**src/rtl/shadow_cfg_pkg.sv**
```systemverilog
package shadow_cfg_pkg;

  typedef enum logic {
    PH_IDLE   = 1'b0,
    PH_STAGED = 1'b1
  } phase_e;

  typedef struct packed {
    logic commit;
    logic reject;
  } wr_result_t;

endpackage

```
**src/rtl/shadow_cfg_stage.sv**
```systemverilog
module shadow_cfg_stage
  import shadow_cfg_pkg::*;
#(
  parameter int W = 32
) (
  input  logic         clk_i,
  input  logic         rst_ni,
  input  logic         wr_en_i,
  input  logic         rd_en_i,
  input  logic         block_i,
  input  logic [W-1:0] wdata_i,
  output logic         commit_o,
  output logic [W-1:0] commit_data_o,
  output logic         upd_err_o
);

  phase_e     phase_q, phase_d;
  logic [W-1:0] stage_q, stage_d;
  logic       upd_err_q;
  logic       wr_ok, staged_eff;
  wr_result_t res;

  // a read in the same cycle cancels the pending stage before the write is judged
  assign wr_ok      = wr_en_i & ~block_i;
  assign staged_eff = (phase_q == PH_STAGED) & ~rd_en_i;

  always_comb begin
    res.commit = wr_ok & staged_eff & (wdata_i == stage_q);
    res.reject = wr_ok & staged_eff & (wdata_i != stage_q);
  end

  always_comb begin
    phase_d = phase_q;
    stage_d = stage_q;
    if (rd_en_i) begin
      phase_d = PH_IDLE;
      stage_d = '0;
    end
    if (wr_ok) begin
      if (staged_eff) begin
        phase_d = PH_IDLE;
        stage_d = '0;
      end else begin
        phase_d = PH_STAGED;
        stage_d = wdata_i;
      end
    end
  end

  always_ff @(posedge clk_i or negedge rst_ni) begin
    if (!rst_ni) begin
      phase_q   <= PH_IDLE;
      stage_q   <= '0;
      upd_err_q <= 1'b0;
    end else begin
      phase_q   <= phase_d;
      stage_q   <= stage_d;
      upd_err_q <= res.reject;
    end
  end

  assign commit_o      = res.commit;
  assign commit_data_o = wdata_i;
  assign upd_err_o     = upd_err_q;

endmodule

```
**src/rtl/shadow_cfg_copies.sv**
```systemverilog
module shadow_cfg_copies #(
  parameter int         W         = 32,
  parameter logic [W-1:0] RESET_VAL = '0
) (
  input  logic         clk_i,
  input  logic         rst_ni,
  input  logic         rst_shadow_ni,
  input  logic         commit_i,
  input  logic [W-1:0] commit_data_i,
  output logic [W-1:0] committed_o,
  output logic [W-1:0] shadow_o
);

  logic [W-1:0] committed_q, shadow_q;

  always_ff @(posedge clk_i or negedge rst_ni) begin
    if (!rst_ni)       committed_q <= RESET_VAL;
    else if (commit_i) committed_q <= commit_data_i;
  end

  // redundant copy kept inverted, on its own reset domain
  always_ff @(posedge clk_i or negedge rst_shadow_ni) begin
    if (!rst_shadow_ni) shadow_q <= ~RESET_VAL;
    else if (commit_i)  shadow_q <= ~commit_data_i;
  end

  assign committed_o = committed_q;
  assign shadow_o    = shadow_q;

endmodule

```
**src/rtl/shadow_cfg_monitor.sv**
```systemverilog
module shadow_cfg_monitor #(
  parameter int W = 32
) (
  input  logic         clk_i,
  input  logic         rst_ni,
  input  logic [W-1:0] committed_i,
  input  logic [W-1:0] shadow_i,
  input  logic         upd_err_i,
  output logic         storage_err_o,
  output logic         upd_sts_o,
  output logic         stor_sts_o
);

  logic [W-1:0] diff;
  logic         mismatch;
  logic         stor_q, upd_q;

  // copies agree when every bit pair is complementary
  for (genvar i = 0; i < W; i++) begin : g_cmp
    assign diff[i] = ~(committed_i[i] ^ shadow_i[i]);
  end
  assign mismatch = |diff;

  always_ff @(posedge clk_i or negedge rst_ni) begin
    if (!rst_ni) begin
      stor_q <= 1'b0;
      upd_q  <= 1'b0;
    end else begin
      stor_q <= stor_q | mismatch;
      upd_q  <= upd_q | upd_err_i;
    end
  end

  assign storage_err_o = stor_q | mismatch;
  assign stor_sts_o    = stor_q;
  assign upd_sts_o     = upd_q;

endmodule

```
**src/rtl/shadow_cfg_reg.sv**
```systemverilog
module shadow_cfg_reg #(
  parameter int           W         = 32,
  parameter logic [W-1:0] RESET_VAL = '0
) (
  input  logic         clk_i,
  input  logic         rst_ni,
  input  logic         rst_shadow_ni,
  input  logic         wr_en_i,
  input  logic         rd_en_i,
  input  logic [W-1:0] wdata_i,
  output logic [W-1:0] q_o,
  output logic         update_err_o,
  output logic         storage_err_o,
  output logic         upd_err_sts_o,
  output logic         stor_err_sts_o
);

  logic         commit;
  logic [W-1:0] commit_data;
  logic [W-1:0] committed, shadow;
  logic         upd_err;
  logic         stor_err;

  shadow_cfg_stage #(.W(W)) u_stage (
    .clk_i         (clk_i),
    .rst_ni        (rst_ni),
    .wr_en_i       (wr_en_i),
    .rd_en_i       (rd_en_i),
    .block_i       (stor_err),
    .wdata_i       (wdata_i),
    .commit_o      (commit),
    .commit_data_o (commit_data),
    .upd_err_o     (upd_err)
  );

  shadow_cfg_copies #(.W(W), .RESET_VAL(RESET_VAL)) u_copies (
    .clk_i         (clk_i),
    .rst_ni        (rst_ni),
    .rst_shadow_ni (rst_shadow_ni),
    .commit_i      (commit),
    .commit_data_i (commit_data),
    .committed_o   (committed),
    .shadow_o      (shadow)
  );

  shadow_cfg_monitor #(.W(W)) u_mon (
    .clk_i         (clk_i),
    .rst_ni        (rst_ni),
    .committed_i   (committed),
    .shadow_i      (shadow),
    .upd_err_i     (upd_err),
    .storage_err_o (stor_err),
    .upd_sts_o     (upd_err_sts_o),
    .stor_sts_o    (stor_err_sts_o)
  );

  assign q_o           = committed;
  assign update_err_o  = upd_err;
  assign storage_err_o = stor_err;

endmodule

```
**config.mk**
```make
export PLATFORM = sky130hd
export DESIGN_NAME = shadow_cfg_reg
export DESIGN_NICKNAME = d
export VERILOG_FILES = /design/src/rtl/shadow_cfg_pkg.sv /design/src/rtl/shadow_cfg_stage.sv /design/src/rtl/shadow_cfg_copies.sv /design/src/rtl/shadow_cfg_monitor.sv /design/src/rtl/shadow_cfg_reg.sv
export SDC_FILE = /design/constraint.sdc
export NUM_CORES = 1
export LEC_CHECK = 0
export BUFFER_PORTS_ARGS = -buffer_cell sky130_fd_sc_hd__buf_2
export CAP_MARGIN = 20
export CORE_ASPECT_RATIO = 0.8
export CORE_MARGIN = 2
export CORE_UTILIZATION = 57
export DETAILED_ROUTE_END_ITERATION = 8
export PLACE_DENSITY = 0.88
export SLEW_MARGIN = 30
export SYNTH_ARGS = -nofsm -noshare
export SYNTH_HDL_FRONTEND = slang
export SYNTH_HIERARCHICAL = 1
export SYNTH_SLANG_ARGS = --single-unit
export TNS_END_PERCENT = 1
```
**constraint.sdc**
```tcl
create_clock -name clk_i -period 3.32 [get_ports clk_i]
set_clock_uncertainty 0.05 [all_clocks]
set_input_delay 0.498 -clock clk_i [delete_from_list [all_inputs] [get_ports clk_i]]
set_output_delay 0.498 -clock clk_i [all_outputs]
set_load 0.05 [all_outputs]
```
Word-level counts from Yosys, hierarchy flattened
Index checks and enable logic that the tools add are counted.
Widths: inputs -> output; s select.
- flip-flop bits (word level): 100
- output and inout bits: 36
- equality and inequality tests: 2
- muxes and demuxes: 6
- bitwise logic cells: 74
- reductions and logical operators: 2
- operators by type and width (operator ; number):
    $mux 32 ; 3
    $not 1->1 ; 34
    $eq 32x32->1 ; 1
    $ne 32x32->1 ; 1
    $not 32->32 ; 1
    $reduce_or 32->1 ; 1
    $xor 1x1->1 ; 32
    $and 1x1->1 ; 5
    $mux 1 ; 3
    $or 1x1->1 ; 2
    $reduce_bool 2->1 ; 1

Logic depth before layout (Yosys ltp)
Gate-level depths: netlist of the first run.
- word-level depth: 8
- mapped depth: 10
- gate-level depth less buffers: 8

By module
Netlist of the first run, hierarchy kept.
- by module, submodules not included (module ; times used ; cells each ; area an instance (µm²) ; seq. area each (µm²)):
    shadow_cfg_copies ; 1 ; 167 ; 2562.5 ; 1641.6
    shadow_cfg_stage ; 1 ; 155 ; 1809.2 ; 850.8
    shadow_cfg_monitor ; 1 ; 47 ; 406.6 ; 50.0

Worst setup path before layout of the first run
No wires, ideal clock.
- path kind: reg-to-reg
- start: reg u_copies.committed_q[11] (netlist: u_copies/committed_o[11])
- end: reg u_copies.committed_q[14] (netlist: u_copies/committed_o[14])
- setup time: 125 ps
- arrival time: 2820 ps
- required time: 3145 ps
- setup slack: 325 ps
- cell stages (with the launch flop): 10
- path through: dfrtp_1 -> xor2_1 -> nand4_1 -> nor4_1 -> nand3_1 -> nor2b_2 -> and4_1 -> buf_6 -> buf_6 -> mux2_4
- word-level cells in the longest chain between the ends: 8
- ends and longest elaborated chain (item ; RTL line ; RTL):
    start, declared ; shadow_cfg_copies.sv:14 ; logic [W-1:0] committed_q, shadow_q;
    start signal, assigned ; shadow_cfg_copies.sv:18 ; else if (commit_i) committed_q <= commit_data_i;
    $xor 1x1->1 ; shadow_cfg_monitor.sv:20 ; assign diff[i] = ~(committed_i[i] ^ shadow_i[i]);
    $not 1->1 ; shadow_cfg_monitor.sv:20 ;
    $reduce_or 32->1 ; shadow_cfg_monitor.sv:22 ; assign mismatch = |diff;
    $or 1x1->1 ; shadow_cfg_monitor.sv:34 ; assign storage_err_o = stor_q | mismatch;
    net storage_err_o ; shadow_cfg_reg.sv:13 ; output logic storage_err_o,
    $not 1->1 ; shadow_cfg_stage.sv:24 ; assign wr_ok = wr_en_i & ~block_i;
    $and 1x1->1 ; shadow_cfg_stage.sv:24 ;
    $and 1x1->1 (2 in a row) ; shadow_cfg_stage.sv:28 ; res.commit = wr_ok & staged_eff & (wdata_i == stage_q);
    net commit ; shadow_cfg_reg.sv:18 ; logic commit;
The timed path passes the listed nets, and every way through them passes these cells.
A chain may end at the register's enable or synchronous reset.

Final worst setup path of the first run
- start: reg u_copies.shadow_q[29] (netlist: u_copies/shadow_o[29])
- end: reg u_copies.committed_q[12] (netlist: u_copies/committed_o[12])
- word-level cells in the longest chain between the ends: 8
- ends and longest elaborated chain (item ; RTL line ; RTL):
    start, declared ; shadow_cfg_copies.sv:14 ;
    start signal, assigned ; shadow_cfg_copies.sv:23 ; if (!rst_shadow_ni) shadow_q <= ~RESET_VAL;
    start signal, assigned ; shadow_cfg_copies.sv:24 ; else if (commit_i) shadow_q <= ~commit_data_i;
    $xor 1x1->1 ; shadow_cfg_monitor.sv:20 ;
    $not 1->1 ; shadow_cfg_monitor.sv:20 ;
    $reduce_or 32->1 ; shadow_cfg_monitor.sv:22 ;
    $or 1x1->1 ; shadow_cfg_monitor.sv:34 ;
    $not 1->1 ; shadow_cfg_stage.sv:24 ;
    $and 1x1->1 ; shadow_cfg_stage.sv:24 ;
    $and 1x1->1 (2 in a row) ; shadow_cfg_stage.sv:28 ;
    net commit ; shadow_cfg_reg.sv:18 ;
The timed path passes the listed nets, and every way through them passes these cells.

==> run metrics, run 1 <==
run status finished, final reports clean; Synth top area share 0.356; Worst-path clk slew 0.09 ns; Post-synth EDFFs 0; multi-input logic area 1780 um2; Worst-Skew Late Latency 0.36 ns; asr flop ratio synth 1.00; Hold Crit Class in2async; Worst Slack Setup Final 0.311 ns; drt wl/cell 18.6 um; yosys warns 6; global-route met3 utilization 0.0775; CTS tree yes; vias per std cell 5.42; total global-route track usage 0.228; clock tree sinks 100; setup violators final 0; Final Hold Viols 0; first-pass GRT wire length 15,800 um; top cell type by total area after synthesis dfrtp_1; Worst Path Arrival 3.20 ns; final worst-path cycle share 0.906; drt pass-1 iters 4; Die Y 85.9 um; Storage cell area 2540 um2; met2 Use GR 0.351; most common cell in the synthesized netlist dfrtp_1; P_leak 0.00262 uW; Core Area 8020 um2; die area 9140 um2; final wirelength 9850 um; Least-Margin Pin Slew 0.771 ns; syn_nets 406; VDD IR-drop max 266 uV; Post-Syn Area per Cell 12.9 um2; I/O Pins 73; final net count 453; crit path capture type flip-flop; Power Dens Cells 410 nW/um2; number of diodes 0; fillers 609; Total Power 2170 uW; crit path cell chain xor2_1, nand4_1, nor4_1, nand3_1, nor2b_2, and4_4, buf_12, mux2_2; TNS Setup 0 ns; number of library cell types mapped by synthesis 25; crit path kind reg2reg; share of cells above drive strength 1 0.394; Slew headroom 0.486; Seq/Total Area, Yosys 0.532; slowest CP cell dfstp_2; most crowded layer after global routing met2; Sequential Power Share 0.562; commonest cells in the netlist dfrtp_1, buf_4, xnor2_1; # hold bufs at CTS 0; drt drc 0; initial antenna violation count 0; Yosys reg bits 100; Antenna Nets Post-Route 0; Worst Path Required 3.51 ns; area grow syn2layout 10.7%; Area contributors post-synth dfrtp_1, dfstp_2, mux2i_1; RSZ-0062 raised after global routing false; detailed router's first-iteration violation count 169; GRT overflow 0; met1 Usage GRT 0.311; Post CTS Setup Buffer Count 0; PortBufs 72; Clock Tree Buf Depth 2; GP Congestion 0.822; Comb power frac 0.051; vias in the first global route 3,085; Sw Ratio 0.216; total number of vias 2,867; Die W 106 um; CP max stage delay 0.55 ns; worst slack, placed 0.344 ns; row count 29; Net Sw Power 468 uW; Cell Int Power 1700 uW; Final Max Tran Viols 0; CP Launch Type flip-flop; Post-CTS Resized 0; clock root buffer clkbuf_8; largest net degree at the start of global routing 33; Starting Density 0.596; CP max FO 18; Synth Flop Type dfrtp_1; TritonCTS Buffers 9; Fmax 332 MHz; utilization after layout 0.659; Max-Cap Viols 0; shortest period the worst path allows 3.01 ns; H-Tree Depth 3; clock power share 0.387; synthesized instance count 369; mapped cell area 4780 um2; Detail Placement HPWL 7260 um
==> cell type report <==
type | count | area share
Clock buffer | 12 | 0.0274
Clock inverter | 4 | 0.0137
Inverter | 31 | 0.0220
Multi-Input combinational cell | 192 | 0.337
Sequential cell | 100 | 0.481
Tap cell | 108 | 0.0256
Timing Repair Buffer | 82 | 0.0932
==> registers in the layout, summed over array words and instances, names as in the netlist <==
name                  count
u_copies/committed_o     32
u_stage/phase_q           1
u_copies/shadow_o        32
u_mon/stor_sts_o          1
u_stage/stage_q          32
u_stage/upd_err_o         1
u_mon/upd_sts_o           1
==> power groups by stage <==
stage	sequential (uW)	combinational (uW)	clock [uW]
final	1220	110	840
after floorplan	1240	56.0	0
after detailed placement	1240	111	0
after global routing	1220	121	915
after global placement	1240	105	0
after CTS	1220	112	862
==> worst max-delay path: cells and delay by family (launching register included) <==
kind | cells | cell delay (ns)
DFF | 1 | 0.55
and+or+nand+nor | 5 | 1.52
xor gates and xnor gates | 1 | 0.18
buffers and inverters | 1 | 0.22
muxes | 1 | 0.36
==> logic make-up (layout without fill, tap and decap cells) <==
group | Yosys count | after routing | synth area share
compound gates | 34 | 34 | 0.0610
xor+xnor | 65 | 65 | 0.119
buf+inv | 77 | 129 | 0.0964
flops | 100 | 100 | 0.532
mux | 63 | 63 | 0.154
simple gates | 30 | 30 | 0.0377
==> routing by layer <==
metal  up-vias  part of all wire
met5         -                 0
met4         0             0.017
met3        12             0.063
met2        91              0.46
met1      1453              0.46
li1       1311                 -
==> stage by stage <==
stage / cell area [um2] / cells / hold slack (ns)
after floorplan: 4780 / 369 / 0.152
after global placement: 5040 / 512 / 0.396
after detailed placement: 5070 / 513 / 0.411
after CTS: 5290 / 529 / 0.0654
after global routing: 5290 / 529 / 0.0732
final: 5290 / 529 / 0.0642
==> worst paths after layout <==
kind                                             to  slack [ns]                  start  cells after the start
max                        u_copies/committed_o[12]        0.31  u_copies/shadow_o[29]                      8
min                        u_copies/committed_o[21]        0.06                 rst_ni                      1
max reg2reg                u_copies/committed_o[12]        0.31  u_copies/shadow_o[29]                      8
min reg2reg                   u_copies/shadow_o[28]        0.43  u_copies/shadow_o[28]                      2
max in group asynchronous        u_stage/stage_q[2]        2.37                 rst_ni                      3
min in group clk_i            u_copies/shadow_o[31]        0.27            wdata_i[31]                      2
==> cell usage in the layout, fill, tap and decap left out, types with 2 or more instances in the layout <==
cell and count:
buf_2 72, dfrtp_1 68, xnor2_1 33, dfstp_2 32, xor2_1 32, inv_1 31, mux2i_1 31, a22o_1 31
mux2_4 17, mux2_2 15, nand4_1 15, clkbuf_8 10, buf_4 6, buf_12 3, nor4_1 3, bufinv_16 2
clkbuf_1 2, a21oi_1 2, nor3_1 2, nand3_1 2, nor2b_2 2
(Power assumes the default switching activity.)
==> run 2: changes to the inputs <==
--- a/config.mk
+++ b/config.mk
@@ -12,6 +12,7 @@
 export CORE_UTILIZATION = 57
 export DETAILED_ROUTE_END_ITERATION = 8
 export PLACE_DENSITY = 0.88
+export REMOVE_ABC_BUFFERS = 1
 export SLEW_MARGIN = 30
 export SYNTH_ARGS = -nofsm -noshare
 export SYNTH_HDL_FRONTEND = slang
==> run 2 against run 1 <==
  * Non-clock buffer count down 5
  * Highest routed layer unchanged
  * Clock-buffer cell count decreased by 2
  * Hold slack better by 0.024 ns
  * Setup slack worse by 0.088 ns
  * Sequential share of layout area rose by 0.42 points
  * Final area down 0.88%
  * Largest cell class unchanged
  * Critical endpoint is now u_copies/committed_o[5]
  * Wire length shrank 5.6%
  * Via count increased by 1.8%
  * Register-to-register slack worse by 0.09 ns
==> run metrics, run 2 (synthesis gave the netlist of run 1 again) <==
run status finished, final reports clean; H-Tree Depth 3 (unchanged); Final Hold Viols 0 (unchanged); GP Congestion 0.783 (-4.7%); crit path kind reg2reg; Detail Placement HPWL 6440 um (-11%); GRT overflow 0 (unchanged); Worst-Skew Late Latency 0.36 ns (about the same); Die Y 85.9 um (unchanged); Final Max Tran Viols 0 (unchanged); crit path capture type flip-flop; shortest period the worst path allows 3.10 ns (+0.0877 ns); largest net degree at the start of global routing 69 (+110%); share of cells above drive strength 1 0.389 (-0.00488); detailed router's first-iteration violation count 178 (+5.3%); Worst R2R Setup Slack 0.22 ns (-0.09 ns); PortBufs 72 (unchanged); Antenna Nets Post-Route 0 (unchanged); Core Area 8020 um2 (unchanged); utilization after layout 0.654 (-0.00577); drt wl/cell 17.7 um (-4.7%); VDD IR-drop max 240 uV (-9.8%); Starting Density 0.596 (unchanged); CP Launch Type flip-flop; Fmax 323 MHz (-2.8%); total global-route track usage 0.221 (-0.00737); Least-Margin Pin Slew 0.746 ns (-0.0254 ns); vias per std cell 5.57 (+2.8%); vias in the first global route 3,067 (-0.58%); first-pass GRT wire length 15,600 um (-1.7%); most frequent cells in the layout buf_2, dfrtp_1, xnor2_1; # hold bufs at CTS 0 (unchanged); number of diodes 0 (unchanged); setup violators final 0 (unchanged); Critical R2R Capture u_copies/committed_o[5]; slowest CP cell dfstp_2; Hold Crit Class in2async; die area 9140 um2 (unchanged); Post CTS Setup Buffer Count 0 (unchanged); Max-Cap Viols 0 (unchanged); commonest non-fill, non-tap cell in the layout buf_2; worst r2r path cells 8 (unchanged); CP max FO 26 (+8); clock tree sinks 100 (unchanged); I/O Pins 73 (unchanged); P_leak 0.00259 uW (-1.2%); Worst-path clk slew 0.09 ns (about the same); reg2reg start u_copies/shadow_o[12]; final net count 448 (-1.1%); Inst Count DP 508 (-0.97%); final wirelength 9300 um (-5.6%); TritonCTS Buffers 9 (unchanged); CTS tree yes; Worst Path Arrival 3.30 ns (+0.10 ns); total number of vias 2,920 (+1.8%); clock root buffer clkbuf_8; initial antenna violation count 0 (unchanged); drt drc 0 (unchanged); Power Dens Cells 412 nW/um2 (+0.36%); drt pass-1 iters 4 (unchanged); crit path cell chain xor2_1, nand4_1, nor4_1, nand3_1, nor2b_2, and4_4, buf_12, mux2_2; Die W 106 um (unchanged); Worst Path Required 3.52 ns (about the same); row count 29 (unchanged); area grow syn2layout 9.69%; final worst-path cycle share 0.933 (+0.0264); CP max stage delay 0.56 ns (about the same); Post-CTS Resized 0 (unchanged); Finished Layout Cells 524 (-0.95%); Slew headroom 0.503 (+0.0169); Min Hold Slack 0.0880 ns (+0.0238 ns); RSZ-0062 raised after global routing false; Clock Tree Buf Depth 2 (unchanged)
==> run 2: critical path, delay by kind of cell (launching register included) <==
| kind | cells | cell delay (ns) |
|---|---|---|
| mux | 1 | 0.35 |
| xor+xnor | 1 | 0.14 |
| flops | 1 | 0.56 |
| buf+inv | 1 | 0.27 |
| simple gates | 5 | 1.59 |
==> run 2: worst max path at each step <==
stage,start,to,slack (ns)
final,u_copies/shadow_o[12],u_copies/committed_o[5],0.22
after global routing,u_copies/shadow_o[12],u_copies/committed_o[6],0.1
after CTS,u_copies/shadow_o[11],u_copies/committed_o[5],0.26
after detailed placement,u_copies/shadow_o[11],u_copies/committed_o[5],0.27
after global placement,u_copies/shadow_o[11],u_copies/committed_o[11],0.36
after floorplan,u_copies/committed_o[11],u_copies/committed_o[0],-1.42
==> run 2: power breakdown <==
part / internal [uW] / switching [uW] / total, uW / leakage, uW
registers: 1220 / 0.000000000000350 / 1220 / 0.00128
logic: 34.1 / 68.7 / 103 / 0.00121
clock network: 425 / 412 / 836 / 0.000102
==> run 2: layer usage <==
layer / global-route usage / part of all wire / vias up / routed length [um]
met4: 0.0467 / 0.010 / 0 / 95
li1: - / - / 1308 / -
met3: 0.0623 / 0.059 / 12 / 549
met2: 0.347 / 0.48 / 99 / 4460
met5: 0 / 0 / - / 0
met1: 0.311 / 0.45 / 1501 / 4190
==> run 2: layout make-up <==
class                           count  area [um2]
Timing Repair Buffer               77         448
Sequential cell                   100        2540
Multi-Input combinational cell    192        1780
Clock buffer                       10         128
Tap cell                          108         135
Inverter                           31         116
Fill cell                         609        2780
Clock inverter                      6        88.8
==> run 2: stage by stage <==
stage / TNS [ns] / power (uW) / instance area (um2) / setup WS (ns)
3_5_place_dp: 0 / 1350 / 5020 / 0.273
5_1_grt: 0 / 2230 / 5240 / 0.0956
3_3_place_gp: 0 / 1340 / 5020 / 0.357
6_report: 0 / 2160 / 5240 / 0.223
2_1_floorplan: -88.80 / 1270 / 4430 / -1.42
4_1_cts: 0 / 2180 / 5240 / 0.255
